$ cat src/rtl/uart_irq_pkg.sv
package uart_irq_pkg;

  typedef enum logic [2:0] {
    ADDR_DATA   = 3'd0,
    ADDR_ERR    = 3'd1,
    ADDR_FLAGS  = 3'd2,
    ADDR_LEVEL  = 3'd3,
    ADDR_MASK   = 3'd4,
    ADDR_RAW    = 3'd5,
    ADDR_MASKED = 3'd6,
    ADDR_CLEAR  = 3'd7
  } regAddr_e;

  localparam int SRC_RX  = 0;
  localparam int SRC_TO  = 1;
  localparam int SRC_TX  = 2;
  localparam int NUM_SRC = 3;
  localparam int ERR_W   = 4;
  localparam int REG_W   = 8;

  typedef struct packed {
    logic               rxPop;
    logic               txPush;
    logic [NUM_SRC-1:0] rawClr;
    logic [ERR_W-1:0]   errClr;
  } ifStrobe_t;

endpackage

$ cat src/rtl/uart_irq_datapath.sv
module uart_irq_datapath
  import uart_irq_pkg::*;
#(
  parameter int DEPTH        = 16,
  parameter int TIMEOUT_BITS = 32,
  localparam int LVL_W       = $clog2(DEPTH + 1),
  localparam int CNT_W       = $clog2(TIMEOUT_BITS)
) (
  input  logic               clk,
  input  logic               rstN,
  input  logic               bitTick,
  input  logic               rxByteValid,
  input  logic               txPop,
  input  logic [ERR_W-1:0]   rxHeadErr,
  input  ifStrobe_t          strobe,
  input  logic [LVL_W-1:0]   rxTrig,
  input  logic [LVL_W-1:0]   txTrig,
  output logic [LVL_W-1:0]   rxLevel,
  output logic [LVL_W-1:0]   txLevel,
  output logic [NUM_SRC-1:0] rawStat,
  output logic [ERR_W-1:0]   errStat
);

  logic             rxPush, txPopOk;
  logic [LVL_W-1:0] rxNext, txNext;
  logic [CNT_W-1:0] idleCnt;
  logic             armed, toRaw, txRaw, fireNow;

  assign rxPush  = rxByteValid && (rxLevel != LVL_W'(DEPTH));
  assign txPopOk = txPop && (txLevel != '0);
  assign rxNext  = rxLevel + LVL_W'(rxPush) - LVL_W'(strobe.rxPop);
  assign txNext  = txLevel + LVL_W'(strobe.txPush) - LVL_W'(txPopOk);
  assign fireNow = armed && bitTick && !rxPush && !strobe.rxPop && (rxLevel != '0)
                   && (idleCnt == CNT_W'(TIMEOUT_BITS - 1));

  always_ff @(posedge clk) begin
    if (!rstN) begin
      rxLevel <= '0;
      txLevel <= '0;
      errStat <= '0;
    end else begin
      rxLevel <= rxNext;
      txLevel <= txNext;
      errStat <= (errStat & ~strobe.errClr) | (strobe.rxPop ? rxHeadErr : '0);
    end
  end

  always_ff @(posedge clk) begin
    if (!rstN) begin
      idleCnt <= '0;
      armed   <= 1'b0;
      toRaw   <= 1'b0;
    end else begin
      if (rxPush) armed <= 1'b1;
      else if (fireNow) armed <= 1'b0;
      if (rxNext == '0 || rxPush || strobe.rxPop || fireNow) idleCnt <= '0;
      else if (armed && bitTick) idleCnt <= idleCnt + CNT_W'(1);
      if (rxNext == '0 || strobe.rawClr[SRC_TO]) toRaw <= 1'b0;
      else if (fireNow) toRaw <= 1'b1;
    end
  end

  always_ff @(posedge clk) begin
    if (!rstN) txRaw <= 1'b0;
    else if (txPopOk && txLevel > txTrig && txNext <= txTrig) txRaw <= 1'b1;
    else if (strobe.rawClr[SRC_TX]) txRaw <= 1'b0;
  end

  assign rawStat[SRC_RX] = rxLevel >= rxTrig;
  assign rawStat[SRC_TO] = toRaw;
  assign rawStat[SRC_TX] = txRaw;


  rx_level_bound_chk: assert property (@(posedge clk) disable iff (!rstN)
    rxLevel <= LVL_W'(DEPTH));

  to_nonempty_chk: assert property (@(posedge clk) disable iff (!rstN)
    toRaw |-> rxLevel != '0);

  to_rise_chk: assert property (@(posedge clk) disable iff (!rstN)
    $rose(toRaw) |-> $past(bitTick));

  tx_rise_chk: assert property (@(posedge clk) disable iff (!rstN)
    $rose(txRaw) |-> $past(txPop));

  rx_pop_chk: assert property (@(posedge clk) disable iff (!rstN)
    (strobe.rxPop && !rxPush) |=> rxLevel == $past(rxLevel) - LVL_W'(1));

endmodule

$ cat src/rtl/uart_irq_ctrl.sv
module uart_irq_ctrl
  import uart_irq_pkg::*;
#(
  parameter int DEPTH  = 16,
  localparam int LVL_W = $clog2(DEPTH + 1)
) (
  input  logic               clk,
  input  logic               rstN,
  input  logic [2:0]         regAddr,
  input  logic               regWr,
  input  logic               regRd,
  input  logic [REG_W-1:0]   regWrData,
  input  logic [7:0]         rxHeadData,
  input  logic [LVL_W-1:0]   rxLevel,
  input  logic [LVL_W-1:0]   txLevel,
  input  logic [NUM_SRC-1:0] rawStat,
  input  logic [ERR_W-1:0]   errStat,
  output logic [REG_W-1:0]   regRdData,
  output ifStrobe_t          strobe,
  output logic [LVL_W-1:0]   rxTrig,
  output logic [LVL_W-1:0]   txTrig,
  output logic               irq
);

  logic [NUM_SRC-1:0] mask;
  logic [2:0]         rxCode, txCode;
  logic               rxEmpty, rxFull, txEmpty, txFull;
  regAddr_e           addr;

  function automatic logic [LVL_W-1:0] trigOf(input logic [2:0] code);
    case (code)
      3'd0:    return LVL_W'(2);
      3'd1:    return LVL_W'(4);
      3'd2:    return LVL_W'(DEPTH / 2);
      3'd3:    return LVL_W'((DEPTH * 3) / 4);
      default: return LVL_W'(DEPTH - 2);
    endcase
  endfunction

  assign addr    = regAddr_e'(regAddr);
  assign rxEmpty = rxLevel == '0;
  assign rxFull  = rxLevel == LVL_W'(DEPTH);
  assign txEmpty = txLevel == '0;
  assign txFull  = txLevel == LVL_W'(DEPTH);
  assign rxTrig  = trigOf(rxCode);
  assign txTrig  = trigOf(txCode);

  always_comb begin
    strobe        = '0;
    strobe.rxPop  = regRd && addr == ADDR_DATA && !rxEmpty;
    strobe.txPush = regWr && addr == ADDR_DATA && !txFull;
    if (regWr && addr == ADDR_CLEAR) strobe.rawClr = regWrData[NUM_SRC-1:0];
    if (regWr && addr == ADDR_ERR)   strobe.errClr = regWrData[ERR_W-1:0];
  end

  always_comb begin
    case (addr)
      ADDR_DATA:   regRdData = rxHeadData;
      ADDR_ERR:    regRdData = REG_W'(errStat);
      ADDR_FLAGS:  regRdData = REG_W'({txFull, txEmpty, rxFull, rxEmpty});
      ADDR_LEVEL:  regRdData = REG_W'({txCode, rxCode});
      ADDR_MASK:   regRdData = REG_W'(mask);
      ADDR_RAW:    regRdData = REG_W'(rawStat);
      ADDR_MASKED: regRdData = REG_W'(rawStat & mask);
      default:     regRdData = '0;
    endcase
  end

  always_ff @(posedge clk) begin
    if (!rstN) begin
      mask   <= '0;
      rxCode <= 3'd2;
      txCode <= 3'd2;
      irq    <= 1'b0;
    end else begin
      if (regWr && addr == ADDR_MASK) mask <= regWrData[NUM_SRC-1:0];
      if (regWr && addr == ADDR_LEVEL) begin
        rxCode <= regWrData[2:0];
        txCode <= regWrData[5:3];
      end
      irq <= |(rawStat & mask);
    end
  end


  irq_follow_chk: assert property (@(posedge clk) disable iff (!rstN)
    irq == $past(|(rawStat & mask)));

  push_gate_chk: assert property (@(posedge clk) disable iff (!rstN)
    strobe.txPush |-> txLevel < LVL_W'(DEPTH));

endmodule

$ cat src/rtl/uart_fifo_irq.sv
module uart_fifo_irq
  import uart_irq_pkg::*;
#(
  parameter int DEPTH        = 16,
  parameter int TIMEOUT_BITS = 32
) (
  input  logic       clk,
  input  logic       rstN,
  input  logic       bitTick,
  input  logic       rxByteValid,
  input  logic [7:0] rxHeadData,
  input  logic [3:0] rxHeadErr,
  input  logic       txPop,
  input  logic [2:0] regAddr,
  input  logic       regWr,
  input  logic       regRd,
  input  logic [7:0] regWrData,
  output logic [7:0] regRdData,
  output logic       rxPop,
  output logic       txPush,
  output logic [7:0] txPushData,
  output logic       irq
);

  localparam int LVL_W = $clog2(DEPTH + 1);

  ifStrobe_t          strobe;
  logic [LVL_W-1:0]   rxLevel, txLevel, rxTrig, txTrig;
  logic [NUM_SRC-1:0] rawStat;
  logic [ERR_W-1:0]   errStat;

  uart_irq_ctrl #(.DEPTH(DEPTH)) ctrl (
    .clk(clk), .rstN(rstN), .regAddr(regAddr), .regWr(regWr), .regRd(regRd),
    .regWrData(regWrData), .rxHeadData(rxHeadData), .rxLevel(rxLevel),
    .txLevel(txLevel), .rawStat(rawStat), .errStat(errStat),
    .regRdData(regRdData), .strobe(strobe), .rxTrig(rxTrig), .txTrig(txTrig),
    .irq(irq)
  );

  uart_irq_datapath #(.DEPTH(DEPTH), .TIMEOUT_BITS(TIMEOUT_BITS)) dpath (
    .clk(clk), .rstN(rstN), .bitTick(bitTick), .rxByteValid(rxByteValid),
    .txPop(txPop), .rxHeadErr(rxHeadErr), .strobe(strobe), .rxTrig(rxTrig),
    .txTrig(txTrig), .rxLevel(rxLevel), .txLevel(txLevel), .rawStat(rawStat),
    .errStat(errStat)
  );

  assign rxPop      = strobe.rxPop;
  assign txPush     = strobe.txPush;
  assign txPushData = regWrData;

endmodule

$ cat config.mk
export PLATFORM = sky130hd
export DESIGN_NAME = uart_fifo_irq
export DESIGN_NICKNAME = d
export VERILOG_FILES = /design/src/rtl/uart_irq_pkg.sv /design/src/rtl/uart_irq_datapath.sv /design/src/rtl/uart_irq_ctrl.sv /design/src/rtl/uart_fifo_irq.sv
export SDC_FILE = /design/constraint.sdc
export NUM_CORES = 1
export LEC_CHECK = 0
export ABC_AREA = 1
export BUFFER_PORTS_ARGS = -buffer_cell sky130_fd_sc_hd__buf_2
export CAP_MARGIN = 15
export CORE_ASPECT_RATIO = 1.1
export CORE_MARGIN = 2
export CORE_UTILIZATION = 40
export DETAILED_ROUTE_END_ITERATION = 8
export PLACE_DENSITY_LB_ADDON = 0.08
export SLEW_MARGIN = 20
export SYNTH_ARGS = -nofsm -noshare
export SYNTH_HDL_FRONTEND = slang
export SYNTH_SLANG_ARGS = --single-unit
$ cat constraint.sdc
create_clock -name clk -period 3.1 [get_ports clk]
set_clock_uncertainty 0.2 [all_clocks]
set_input_delay 0.155 -clock clk [delete_from_list [all_inputs] [get_ports clk]]
set_output_delay 0.155 -clock clk [all_outputs]
set_load 0.02 [all_outputs]
# Word-level counts from Yosys, hierarchy flattened
# Cells that the tools add are included.
# word_totals
register_bits,32
output_inout_bits,19
inputBits,30
# op_classes
add_sub_neg,5
n_bitwise,6
n_mux,10
n_lt_le_gt_ge,3
reduce_logical,38
eq_ne,17
# op_table
op,count
case mux 8 bit (7 select lines),1
case mux 4 bit (4 select lines),2
== test 3 x 2 -> 1 bit (second input constant),6
logical AND 1 bit,17
== test 5 bit (second input constant),3
logical NOT 5 bit,3
== test 3 bit (second input constant),4
adder 5 x 1 -> 5 bit,2
nonzero test 5 bit,2
subtractor 5 x 1 -> 5 bit,2
== test 3 x 1 -> 1 bit (second input constant),3
logical NOT 3 bit,3
two-way mux 4 bit,2
AND 3 bit,2
adder 5 x 1 -> 5 bit (second input constant),1
>= comparator 5 x 4 -> 1 bit,1
greater-than comparator 5 x 4 -> 1 bit,1
less-or-equal comparator 5 x 4 -> 1 bit,1
inequality test 5 bit (second input constant),1
AND 4 bit,1
logical NOT 1 bit,4
logical OR 1 bit,4
two-way mux 1 bit,4
inverter 4 bit,1
other kinds (6),8

# Logic depth before layout (Yosys ltp)
# depth
ltp_word,9
depth_mapped,18
ltp_nobuf,18

# Cells and area by module
# Synthesis repeated with hierarchy kept, for this count alone.
# hier_totals
hier_cells,404
area_unflattened_um2,2692.6
# by_module_without_submodules
mod,area_each_um2,seq_area_each_um2,instances,cells_each
uart_irq_datapath,1690.4,440.4,1,229
uart_irq_ctrl,942.2,200.2,1,167
uart_fifo_irq,60.1,0.0,1,8

# Worst setup path before layout
# No wires, ideal clock.
# synth_timing
path_kind,register -> register
start,register dpath.txLevel[2]
end,register dpath.txRaw
slack_ps,150
arrival_ps,2679
path_stages_with_launch,17
path_buffers,0
setup_time_ps,71
path_cell_list,dfxtp_1 > inv_1 > ha_1 > nand2_1 > nor2_1 > nor3_1 > ha_1 > nand3_1 > nand2_1 > xor2_1 > inv_1 > ha_1 > a21oi_1 > nand2_1 > a21oi_1 > nand3_1 > a21oi_1
# synth_via
elab_chain_cells,8
# synth_lines
element,line,source
start: declaration,uart_irq_datapath.sv:19,"output logic [LVL_W-1:0] txLevel,"
start signal: assignment,uart_irq_datapath.sv:43,txLevel <= txNext;
== test 5 bit *,uart_irq_ctrl.sv:44,assign txFull = txLevel == LVL_W'(DEPTH);
logical NOT 1 bit *,uart_irq_ctrl.sv:51,strobe.txPush = regWr && addr == ADDR_DATA && !txFull;
logical AND 1 bit *,uart_irq_ctrl.sv:51,
named net txPush,uart_fifo_irq.sv:20,"output logic txPush,"
adder 5 x 1 -> 5 bit *,uart_irq_datapath.sv:32,assign txNext = txLevel + LVL_W'(strobe.txPush) - LVL_W'(txPopOk);
subtractor 5 x 1 -> 5 bit *,uart_irq_datapath.sv:32,
named net dpath.txNext[3],uart_irq_datapath.sv:25,"logic [LVL_W-1:0] rxNext, txNext;"
less-or-equal comparator 5 x 4 -> 1 bit *,uart_irq_datapath.sv:65,else if (txPopOk && txLevel > txTrig && txNext <= txTrig) txRaw <= 1'b1;
logical AND 1 bit *,uart_irq_datapath.sv:65,
two-way mux 1 bit or nonzero test 2 bit (tied branches),n/a,
end signal: assignment,uart_irq_datapath.sv:64,if (!rstN) txRaw <= 1'b0;
end signal: assignment,uart_irq_datapath.sv:65,
end signal: assignment,uart_irq_datapath.sv:66,else if (strobe.rawClr[SRC_TX]) txRaw <= 1'b0;
end: declaration,uart_irq_datapath.sv:27,"logic armed, toRaw, txRaw, fireNow;"
# Mark *: on every way through the listed nets, which the timed path passes. The rest lies on a longest branch.
# A chain may end at the register's enable or synchronous reset.

# Worst setup path after layout
# layout_timing
start,register dpath.rxLevel[3]
end,register dpath.idleCnt[0]
# layout_via
elab_chain_cells,9
# layout_lines
element,line,source
start: declaration,uart_irq_datapath.sv:18,"output logic [LVL_W-1:0] rxLevel,"
start signal: assignment,uart_irq_datapath.sv:42,rxLevel <= rxNext;
inequality test 5 bit or logical NOT 5 bit (tied branches),"uart_irq_datapath.sv:29, uart_irq_ctrl.sv:41",
logical AND 1 bit or logical NOT 1 bit (tied branches),"uart_irq_datapath.sv:29, uart_irq_ctrl.sv:50",
adder 5 x 1 -> 5 bit (tied with other cells),uart_irq_datapath.sv:31,assign rxNext = rxLevel + LVL_W'(rxPush) - LVL_W'(strobe.rxPop);
subtractor 5 x 1 -> 5 bit (tied with other cells),uart_irq_datapath.sv:31,
logical NOT 5 bit or logical AND 1 bit (tied branches),"uart_irq_datapath.sv:56, uart_irq_datapath.sv:33",
logical OR 1 bit or logical AND 1 bit (tied branches),"uart_irq_datapath.sv:56, uart_irq_datapath.sv:33",
logical OR 1 bit or logical AND 1 bit (tied branches),"uart_irq_datapath.sv:56, uart_irq_datapath.sv:34",
logical OR 1 bit *,uart_irq_datapath.sv:56,if (rxNext == '0 || rxPush || strobe.rxPop || fireNow) idleCnt <= '0;
OR reduction 2 bit (no source line) *,n/a,
end signal: assignment,uart_irq_datapath.sv:57,else if (armed && bitTick) idleCnt <= idleCnt + CNT_W'(1);
end: declaration,uart_irq_datapath.sv:26,logic [CNT_W-1:0] idleCnt;
# Every way passes the cells marked *; elsewhere a longest branch is shown, timed or not.

==> tab_implementation.tex <==
\begin{tabular}{lr}
\hline
Metric & Value \\
\hline
\multicolumn{2}{l}{\textbf{Timing}} \\
Setup repair after global routing missed its margin & false \\
Minimum period implied by the final worst setup slack & approximately 2900 ps \\
Peak clock frequency supported by timing & $\sim$350 MHz \\
Worst rel slew slack & 0.656 \\
Final total negative setup slack & 0 ps \\
Fin. max-slew vios & 0 \\
Final critical-path share of the clock period & 0.933 \\
Measured slew at the worst slew-check pin & around 520 ps \\
Hold Worst Slack & approximately 12 ps \\
Final hold violation count & 0 \\
Final-report setup violation count & 0 \\
\multicolumn{2}{l}{\textbf{Critical path}} \\
Start point of the critical path & dpath.rxLevel[3] \\
CP Data Arrival Time & between 2000 and 3000 ps \\
Destination of the worst register-to-register timing path & dpath.idleCnt[0] \\
Worst setup path endpoint & dpath.idleCnt[0] \\
Kind of start point of the critical path & flop \\
Crit Path Class & reg -> reg \\
R2r startpoint & dpath.rxLevel[3] \\
Max FO, Critical Path & 5 \\
Path depth of the worst reg2reg path & 14 \\
Worst reg2reg setup slack & roughly 210 ps \\
Crit path required time & 3080 ps \\
Nature of the critical path endpoint & flop \\
\multicolumn{2}{l}{\textbf{Pwr}} \\
Proportion of power drawn by flip-flops and latches & 0.252 \\
Switching power & $\sim$0.94 mW \\
Clk network pwr share & 0.186 \\
Static leakage power & between 1 and 1.5 nW \\
PD cells & around 800 mW/mm2 \\
Logic pwr share & 0.562 \\
Worst IR drop on VDD & between 0.3 and 0.4 mV \\
Internal power & around 1.2 mW \\
Switching part of the total power & 0.437 \\
\multicolumn{2}{l}{\textbf{Final layout}} \\
Nets@finish & roughly 440 \\
Post-route cell area & between 0.002 and 0.003 mm2 \\
Fraction of the core area covered by cells at the end of the flow & 0.514 \\
Fill cell count & 563 \\
Count of non-filler cells in the finished layout & 458 \\
Leading cell type in the layout, fill and taps excluded & sky130\_fd\_sc\_hd\_\_nand2\_1 \\
Most frequent cells in the layout & 64 x sky130\_fd\_sc\_hd\_\_nand2\_1, 53 x sky130\_fd\_sc\_hd\_\_inv\_1, 44 x sky130\_fd\_sc\_hd\_\_buf\_2 \\
Layout cell share with drive strength beyond 1 & 0.230 \\
Layout Area Growth over Synthesis & 24.2\% \\
Number of inserted diodes & 0 \\
\multicolumn{2}{l}{\textbf{Die}} \\
Die Wd & approximately 75 um \\
Die area & 0.00615 mm2 \\
Row Count & 28 \\
Starting density of the core & 0.413 \\
Placeable core area & 0.00536 mm2 \\
I/O pins & slightly below 50 \\
Chip Height & 82.1 um \\
\multicolumn{2}{l}{\textbf{Route}} \\
Total Wirelength & between 5000 and 6000 um \\
Via density per instance & between 4 and 5 \\
Detailed-routing wirelength on met1 & between 2000 and 3000 um \\
Remaining DRCs & 0 \\
Drt first-iter violations & 59 \\
Uppermost layer routed & met4 \\
Met3 wire length & roughly 240 um \\
Detailed-router iteration count before antenna repair & 4 \\
Number of nets with antenna violations after detailed routing & 0 \\
Routed wirelength normalized by instance count & $\sim$13 um \\
Number of vias in the routed layout & 2186 \\
Routed met2 length & about 2800 um \\
\multicolumn{2}{l}{\textbf{CTS}} \\
Clock latency on the worst-skew pair & just under 300 ps \\
Clk buf depth & 2 \\
Clock input transition at the sequential cells of the worst setup and hold paths & about 70 ps \\
Master cell of the clock root buffer & sky130\_fd\_sc\_hd\_\_clkbuf\_8 \\
Total number of clock tree sinks & 32 \\
Number of buffers added by the clock tree synthesis step & 5 \\
CTS H-Tree Depth & 2 \\
Clock tree from TritonCTS & built \\
\multicolumn{2}{l}{\textbf{Logic synthesis}} \\
Count of yosys warnings during synthesis & 0 \\
Post-synth cell types & 30 \\
Flip-flop and latch count after synthesis & 32 \\
Post-Syn Area per Cell & between 6 and 7 um2 \\
Top post-synthesis cells by area & sky130\_fd\_sc\_hd\_\_dfxtp\_1 29\%, sky130\_fd\_sc\_hd\_\_ha\_1 13\%, sky130\_fd\_sc\_hd\_\_nand2\_1 11\% \\
Proportion of netlist area held by the largest area contributor & 0.289 \\
Net count of the mapped netlist & 380 \\
Number of instances in the synthesized netlist & roughly 330 \\
Sequential area share after synthesis & 0.289 \\
Post-synthesis instance area & approximately 0.0022 mm2 \\
Cell type with the largest total area after synthesis & sky130\_fd\_sc\_hd\_\_dfxtp\_1 \\
\multicolumn{2}{l}{\textbf{Placement}} \\
Count of buffers inserted at the top-level ports & 44 \\
Placed insts & between 400 and 500 \\
Routability congestion estimate from global placement & 0.850 \\
Area of placed instances & $\sim$0.0025 mm2 \\
Post-DP HPWL & $\sim$4600 um \\
\multicolumn{2}{l}{\textbf{Global route}} \\
Overall overflow remaining after global route & 0 \\
Global-route usage over all layers & 0.207 \\
Global-route wire length before repair & $\sim$9700 um \\
Largest net degree at the start of global routing & 16 \\
Initial antenna violation count & 0 \\
Via count of the first global-routing pass & between 2000 and 2500 \\
\multicolumn{2}{l}{\textbf{Run status}} \\
Result of the run & finished, final reports clean \\
\multicolumn{2}{l}{\textbf{Run}} \\
Max-Cap Viols & 0 \\
\multicolumn{2}{l}{\textbf{Hold path}} \\
Hold crit path type & in -> reg \\
Launch instance of the worst min-delay path & regWrData[1] \\
\hline
\end{tabular}
==> worst max-delay path, stage by stage (launching register included) <==
cell and delay, ps:
sky130_fd_sc_hd__dfxtp_1 330, sky130_fd_sc_hd__inv_1 100, sky130_fd_sc_hd__ha_1 160, sky130_fd_sc_hd__nand4_1 150, sky130_fd_sc_hd__nand3_2 110, sky130_fd_sc_hd__inv_2 50, sky130_fd_sc_hd__ha_1 260, sky130_fd_sc_hd__inv_1 40
sky130_fd_sc_hd__ha_1 220, sky130_fd_sc_hd__fa_1 410, sky130_fd_sc_hd__xor2_1 190, sky130_fd_sc_hd__nor3_1 170, sky130_fd_sc_hd__nand3_1 160, sky130_fd_sc_hd__nand2_2 190, sky130_fd_sc_hd__nor2_2 40
==> state kept, by name (all words and copies together) (netlist names), 3 cells and up <==
register       flops
dpath.rxLevel      5
ctrl.txCode        3
dpath.txLevel      5
dpath.errStat      4
ctrl.rxCode        3
dpath.idleCnt      5
ctrl.mask          3
==> worst min-delay path by stage <==
stage	end	slack (ps)	cells after the start
after floorplan	ctrl.txCode[1]	80	2
after global routing	ctrl.rxCode[1]	20	3
after CTS	ctrl.rxCode[1]	10	3
final	ctrl.rxCode[1]	10	3
after detailed placement	txPushData[6]	110	0
after global placement	txPushData[6]	110	0
==> metal layers <==
| layer | global-route usage | vias up |
|---|---|---|
| li1 | - | 1156 |
| met1 | 0.252 | 981 |
| met2 | 0.368 | 42 |
| met3 | 0.0368 | 7 |
| met4 | 0.0625 | 0 |
| met5 | 0 | - |
==> power groups by stage <==
stage / combinational [mW] / sequential (mW) / clock [mW]
CTS: 1.14 / 0.539 / 0.411
global route: 1.40 / 0.550 / 0.430
detailed placement: 1.12 / 0.548 / 0
floorplan: 0.852 / 0.535 / 0
global placement: 1.11 / 0.548 / 0
finish: 1.21 / 0.541 / 0.399
==> layout make-up <==
type,count,area (um2),area share
clock inverter,3,42.5,0.0155
timing repair buffer,60,365,0.133
inverter,61,229,0.0832
clock buffer,5,68.8,0.0250
sequential,32,642,0.233
tap,75,93.8,0.0341
multi-input combinational,222,1310,0.476
==> metrics by stage <==
step / setup slack (ps) / power [mW]
after floorplan: 150 / 1.39
after global placement: 186 / 1.66
after detailed placement: 83.8 / 1.67
after CTS: 64.5 / 2.09
after global routing: 21.4 / 2.38
final: 209 / 2.15
==> cells in the mapped netlist <==
cell type	number
sky130_fd_sc_hd__nand2_1	65
sky130_fd_sc_hd__inv_1	54
sky130_fd_sc_hd__dfxtp_1	32
sky130_fd_sc_hd__nor2_1	26
sky130_fd_sc_hd__a21oi_1	25
sky130_fd_sc_hd__nand3_1	25
sky130_fd_sc_hd__ha_1	23
sky130_fd_sc_hd__o21ai_0	11
sky130_fd_sc_hd__buf_4	8
sky130_fd_sc_hd__nor2_2	8
sky130_fd_sc_hd__inv_2	7
sky130_fd_sc_hd__nand4_1	7
sky130_fd_sc_hd__o21ai_1	7
sky130_fd_sc_hd__xor2_1	4
sky130_fd_sc_hd__nor3_1	3
sky130_fd_sc_hd__clkbuf_1	2
sky130_fd_sc_hd__fa_1	2
sky130_fd_sc_hd__nand2_2	2
sky130_fd_sc_hd__nand3_2	2
sky130_fd_sc_hd__o22ai_1	2
sky130_fd_sc_hd__a22o_1	1
sky130_fd_sc_hd__a2bb2oi_1	1
sky130_fd_sc_hd__a31oi_1	1
sky130_fd_sc_hd__nand3b_1	1
sky130_fd_sc_hd__nor3_2	1
sky130_fd_sc_hd__nor3b_1	1
sky130_fd_sc_hd__o211ai_1	1
sky130_fd_sc_hd__o21bai_1	1
sky130_fd_sc_hd__o31ai_1	1
sky130_fd_sc_hd__xnor2_1	1
==> logic make-up after synthesis <==
kind of cell             Yosys count  share of synthesized area
AND/OR/NAND/NOR                  141                      0.286
flip-flops                        32                      0.289
buffers and inverters             71                      0.134
XOR/XNOR                           5                     0.0198
adder cells (fa/ha/maj)           25                      0.148
AO/OA/AOI/OAI                     51                      0.124
==> timing repair <==
item | CTS | global route
setup buffers | 0 | 1
gates resized for setup | 0 | 11
hold buffers | 10 | 0
hold endpoints to repair | 9 | 0
endpoints found under the setup margin | 0 | 1
(Power assumes the default switching activity.)
